### src/rtl/dbnc_pkg.sv
package dbnc_pkg;

  // Strobes issued by the interval control to the sampling datapath.
  typedef struct packed {
    logic sampleEn;   // one-cycle pulse at the end of each interval
    logic syncClr;    // clears the synchronizer and sample register
  } dbncStrobe_t;

  function automatic int unsigned cntWidth(input int unsigned limit);
    return (limit > 1) ? $clog2(limit) : 1;
  endfunction

endpackage

### src/rtl/dbnc_interval_ctrl.sv
module dbnc_interval_ctrl
  import dbnc_pkg::*;
#(
  parameter int unsigned INTERVAL_CYCLES = 500_000
) (
  input  logic        clk,
  input  logic        rst,
  output dbncStrobe_t strobe
);

  localparam int unsigned CNT_W = cntWidth(INTERVAL_CYCLES);
  localparam logic [CNT_W-1:0] LAST_CNT = CNT_W'(INTERVAL_CYCLES - 1);

  logic [CNT_W-1:0] intervalCnt;
  logic             atLast;

  assign atLast = (intervalCnt == LAST_CNT);

  always_ff @(posedge clk) begin
    if (rst) begin
      intervalCnt <= '0;
    end else if (atLast) begin
      intervalCnt <= '0;
    end else begin
      intervalCnt <= intervalCnt + 1'b1;
    end
  end

  always_comb begin
    strobe.sampleEn = atLast && !rst;
    strobe.syncClr  = rst;
  end

  // the counter never leaves its range
  a_r1_cnt_range: assert property (@(posedge clk) disable iff (rst)
    intervalCnt <= LAST_CNT);

  // the counter returns to zero after the last count
  a_r1_wrap: assert property (@(posedge clk) disable iff (rst)
    atLast |=> intervalCnt == '0);

  // the counter advances by one below the last count
  a_r1_step: assert property (@(posedge clk) disable iff (rst)
    !atLast |=> intervalCnt == $past(intervalCnt) + 1'b1);

  // reset clears the counter
  a_r5_cnt_clear: assert property (@(posedge clk)
    rst |=> intervalCnt == '0);

  generate
    if (INTERVAL_CYCLES > 1) begin : g_pulse
      // the strobe lasts one cycle
      a_r1_single_pulse: assert property (@(posedge clk) disable iff (rst)
        strobe.sampleEn |=> !strobe.sampleEn);
    end
  endgenerate

endmodule

### src/rtl/dbnc_sample_path.sv
module dbnc_sample_path
  import dbnc_pkg::*;
#(
  parameter int unsigned SYNC_STAGES = 2
) (
  input  logic        clk,
  input  dbncStrobe_t strobe,
  input  logic        rawIn,
  output logic        cleanOut
);

  logic sampleSrc;
  logic cleanReg;

  generate
    if (SYNC_STAGES == 0) begin : g_direct
      assign sampleSrc = rawIn;
    end else begin : g_sync
      logic [SYNC_STAGES-1:0] syncChain;

      always_ff @(posedge clk) begin
        if (strobe.syncClr) begin
          syncChain <= '0;
        end else begin
          syncChain[0] <= rawIn;
          for (int i = 1; i < int'(SYNC_STAGES); i++) begin
            syncChain[i] <= syncChain[i-1];
          end
        end
      end

      assign sampleSrc = syncChain[SYNC_STAGES-1];
    end
  endgenerate

  always_ff @(posedge clk) begin
    if (strobe.syncClr) begin
      cleanReg <= 1'b0;
    end else if (strobe.sampleEn) begin
      cleanReg <= sampleSrc;
    end
  end

  assign cleanOut = cleanReg;

  // the output holds whenever no sample is taken
  a_r2_hold: assert property (@(posedge clk) disable iff (strobe.syncClr)
    !strobe.sampleEn |=> $stable(cleanOut));

  // a sample edge captures the sampler input
  a_r2_load: assert property (@(posedge clk) disable iff (strobe.syncClr)
    strobe.sampleEn |=> cleanOut == $past(sampleSrc));

  // reset drives the released level
  a_r5_out_clear: assert property (@(posedge clk)
    strobe.syncClr |=> !cleanOut);

endmodule

### src/rtl/btn_sample_debounce.sv
module btn_sample_debounce
  import dbnc_pkg::*;
#(
  parameter int unsigned INTERVAL_CYCLES = 500_000,
  parameter int unsigned SYNC_STAGES     = 2
) (
  input  logic clk,
  input  logic rst,
  input  logic btnRaw,
  output logic btnClean
);

  dbncStrobe_t strobe;

  dbnc_interval_ctrl #(
    .INTERVAL_CYCLES(INTERVAL_CYCLES)
  ) u_ctrl (
    .clk    (clk),
    .rst    (rst),
    .strobe (strobe)
  );

  dbnc_sample_path #(
    .SYNC_STAGES(SYNC_STAGES)
  ) u_path (
    .clk      (clk),
    .strobe   (strobe),
    .rawIn    (btnRaw),
    .cleanOut (btnClean)
  );

  // the output moves only right after a sample strobe
  a_r4_change_point: assert property (@(posedge clk) disable iff (rst)
    !$stable(btnClean) |-> $past(strobe.sampleEn));

endmodule

### config.mk
export PLATFORM = sky130hd
export DESIGN_NAME = btn_sample_debounce
export DESIGN_NICKNAME = d
export VERILOG_FILES = /design/src/rtl/dbnc_pkg.sv /design/src/rtl/dbnc_interval_ctrl.sv /design/src/rtl/dbnc_sample_path.sv /design/src/rtl/btn_sample_debounce.sv
export SDC_FILE = /design/constraint.sdc
export NUM_CORES = 1
export LEC_CHECK = 0
export ABC_AREA = 0
export ABC_CLOCK_PERIOD_IN_PS = 1800
export BUFFER_PORTS_ARGS = -buffer_cell sky130_fd_sc_hd__buf_2
export CORE_MARGIN = 3
export CORE_UTILIZATION = 52
export CTS_CLUSTER_DIAMETER = 40
export CTS_CLUSTER_SIZE = 25
export DETAILED_ROUTE_END_ITERATION = 6
export PLACE_DENSITY = 0.83
export RECOVER_POWER = 50
export SETUP_SLACK_MARGIN = 0.05
export SYNTH_ARGS = -nofsm -noshare
export SYNTH_HDL_FRONTEND = slang
export SYNTH_SLANG_ARGS = --single-unit
### constraint.sdc
create_clock -name clk -period 1.8 [get_ports clk]
set_clock_uncertainty 0.15 [all_clocks]
set_input_delay 0.18 -clock clk [delete_from_list [all_inputs] [get_ports clk]]
set_output_delay 0.18 -clock clk [all_outputs]
set_load 0.02 [all_outputs]
==> results list <==
* Area growth from synthesis to final layout: 22.1%
* Placed cell area: 0.00108 mm2
- Count leader, synth: sky130_fd_sc_hd__dfxtp_1
* Minimum setup slack after placement: 1.09 ps
- Fraction of the cycle the final worst path needs: 96.0%
- Antenna cell count: 0
* Number of buffers created by CTS: 3
* Hpwl dp: 1.34 mm
* Family with the most delay on the worst path: simple AND/OR/NAND/NOR gates
- The clock passes through at most 2 buffers.
- Insertion delay of the later-clocked pin in the worst-skew pair: 310 ps
- Reported max-cap violation count: 0
- Number of clock sinks seen by CTS: 22
- CTS built an H-tree with a depth of 1.
* Max_slew headroom: 72.9%
- Antenna violations before repair: 0
- After clock tree synthesis, the clock-pin slew on the worst setup and hold paths is 120 ps.
- Final Net Count: 133
- Die width: 49.4 um
* Total Wirelength: 2.14 mm
* Result of the run: finished clean
* Non-filler instance count after layout: 153
* Share of flip-flops with an asynchronous set or reset after synthesis: 0%
- Internal power comes to 0.637 mW.
- Worst hold slack across all endpoints: 304 ps
- Critical path fanouts, max: 5
- Wire per inst: 14.0 um
- The via count of the first global-routing pass is 829.
- The finished cells cover 0.00120 mm2.
* Library cell with the largest summed area after synthesis: sky130_fd_sc_hd__dfxtp_1
- The number of different library cells used by synthesis comes to 31.
- Critical Path AT: 1790 ps
* Top-Level Pins: 4
* Placer's final routability congestion estimate: 0.870
* Transition time of the tightest slew-check pin: 403 ps
- The total area inside the core boundary comes to 0.00175 mm2.
- Clock power share: 33.8%
- Using the TritonRoute via totals, the vias-per-cell ratio works out to 5.57.
* FP Rows: 15
* Cell area after synthesis: 981 um2
- CTS root buf: sky130_fd_sc_hd__clkbuf_4
- Shortest clock period the worst path allows after layout: 1730 ps
- Post-synth top area share: 44.9%
- After synthesis the netlist holds a flip-flop and latch count of 22.
- The critical path in this run is classified as register to register.
- Total via count after detailed routing: 852
- Fraction of power spent switching nets: 21.7%
- Die Y: 49.4 um
- Bufs and invs on worst path: 0
- Number of optimization iterations in the first detailed-route pass: 4
- Derived from the worst setup path, the maximum achievable clock frequency is 579 MHz.
* Placed Instances: 144
- The first global-routing pass estimated 3.42 mm of wire.
- Setup slack of the critical path after layout: 71.8 ps
- STA puts the critical path data required time at 1860 ps.
* Crit-path max cell delay: 440 ps
- The detailed router finished its first iteration with 27 violations.
- Worst min-delay path category: register to register
- Final global-route overflow total: 0
* Final antenna-violating net count: 0
- List of cells traversed by the critical path: ha_2 > nand4_4 > nor4_1 > mux2i_1 > nor4_2
- The post-route netlist has 27.3% of its cells at a drive strength greater than 1.
- The slowest stage of the critical path belongs to the cell sky130_fd_sc_hd__nor4_1.
* Static leakage power: 0.397 nW
- For this run, the leading register cell type out of synthesis is sky130_fd_sc_hd__dfxtp_1.
- Leading post-synthesis cells by cell area: sky130_fd_sc_hd__dfxtp_1, sky130_fd_sc_hd__xnor2_1, sky130_fd_sc_hd__nor2_1
* Part of the Yosys area used for sequential elements: 44.9%
* Final setup violation count: 0
* Overall die area: 0.00244 mm2
- Largest net degree at the start of global routing: 18
* TritonCTS clock tree: yes
- Switching pwr: 0.177 mW
* Worst ir drop on vdd: 0.000509 V
- Setup repair after global routing could not meet its margin everywhere.
- In the routed design, unresolved DRC markers number 0.
* Commonest cells in the netlist: sky130_fd_sc_hd__dfxtp_1, sky130_fd_sc_hd__nor2_1, sky130_fd_sc_hd__xnor2_1
- When the netlist entered floorplanning its net count stood at 114.
- Pins over their slew limit: 0
- Worst Setup Start Kind: register
- Power comes to 0.814 mW.
* Initial core utilization: 56.2%
* Global-route total usage across every layer: 17.9%
- For this design the ratio of total power to cell area is 680 mW/mm2.
- Part of the power in registers: 61.5%
- Yosys mapped a number of flops with a built-in enable equal to 0.
- A synthesized cell averages 8.92 um2.
- Gate count of the mapped netlist: 110
* Yosys warnings: 0
- Kind of end point of the critical path: register
* Share of power burned in combinational logic: 4.7%
* Endpoints failing hold: 0
- Input and output buffers added on the ports amount to 3.
final timing paths:
check | slack, ps | startpoint | to | cells after the start
worst min register to register | 300 | u_path.g_sync.syncChain[0] | u_path.g_sync.syncChain[1] | 1
worst max register to register | 70 | u_ctrl.intervalCnt[1] | u_ctrl.intervalCnt[18] | 5
worst max-delay path | 70 | u_ctrl.intervalCnt[1] | u_ctrl.intervalCnt[18] | 5
worst min-delay path | 300 | u_path.g_sync.syncChain[0] | u_path.g_sync.syncChain[1] | 1
repair_timing:
action | CTS | global route
hold endpoints to repair | 4 | 0
hold buffers | 3 | 0
setup endpoints to repair | 2 | 3
gates resized for setup | 3 | 16
pin swaps | 1 | 2
setup buffers | 0 | 2
area by class of cell:
cell class              count  area, um2
inverters                   4       15.0
fillers                   152        548
multi-input cells          82        538
well taps                  25       31.3
flip-flops and latches     22        455
repair buffers             16        121
clock buffers               4       36.3
through the flow:
step	setup TNS [ps]	utilization, %
floorplan	0	-
global placement	0	62.1
detailed placement	0	62.1
CTS	0	66.1
global route	-6.19	68.6
finish	0	68.6
cell families after synthesis:
group	count (synthesis)	synth area share [%]
flops	22	44.9
mux	1	1.02
simple gates	59	33.0
compound gates	8	4.97
fa+ha+maj	1	1.28
buf+inv	6	3.19
xor+xnor	13	11.6
registers in the layout, indices dropped and copies added (netlist names):
signal                   flops
u_ctrl.intervalCnt          19
u_path.cleanOut              1
u_path.g_sync.syncChain      2
cell usage in the layout (no fill, tap or decap), types with 2 or more instances in the layout:
cell type	netlist	layout
sky130_fd_sc_hd__nor2_1	19	19
sky130_fd_sc_hd__dfxtp_1	22	12
sky130_fd_sc_hd__xnor2_1	11	11
sky130_fd_sc_hd__dfxtp_2	0	9
sky130_fd_sc_hd__buf_4	0	8
sky130_fd_sc_hd__nand2_1	6	6
sky130_fd_sc_hd__nand3_1	5	5
sky130_fd_sc_hd__nand4_1	4	4
sky130_fd_sc_hd__inv_1	4	4
sky130_fd_sc_hd__nor4_1	5	4
sky130_fd_sc_hd__nor3_1	4	4
sky130_fd_sc_hd__clkbuf_4	0	4
sky130_fd_sc_hd__a21oi_1	3	3
sky130_fd_sc_hd__dlygate4sd3_1	0	3
sky130_fd_sc_hd__xor2_1	2	2
sky130_fd_sc_hd__nor2b_1	2	2
sky130_fd_sc_hd__or2_2	2	2
sky130_fd_sc_hd__o21ai_0	3	2
sky130_fd_sc_hd__or3_1	2	2
sky130_fd_sc_hd__clkbuf_1	0	2
routing by layer:
metal	wire, um	GRT usage (%)	vias up
li1	-	-	419
met1	914	20.3	411
met2	1140	31.5	19
met3	80	7.03	3
met4	7	4.15	0
met5	0	0	-
power by group through the flow:
stage | clock [mW] | combinational, mW | sequential (mW)
floorplan | 0 | 0.0169 | 0.511
global route | 0.301 | 0.0439 | 0.502
global placement | 0 | 0.0345 | 0.511
detailed placement | 0 | 0.0357 | 0.511
finish | 0.275 | 0.0387 | 0.501
CTS | 0.278 | 0.0409 | 0.501
No activity file was read; power rests on OpenSTA's default activity.
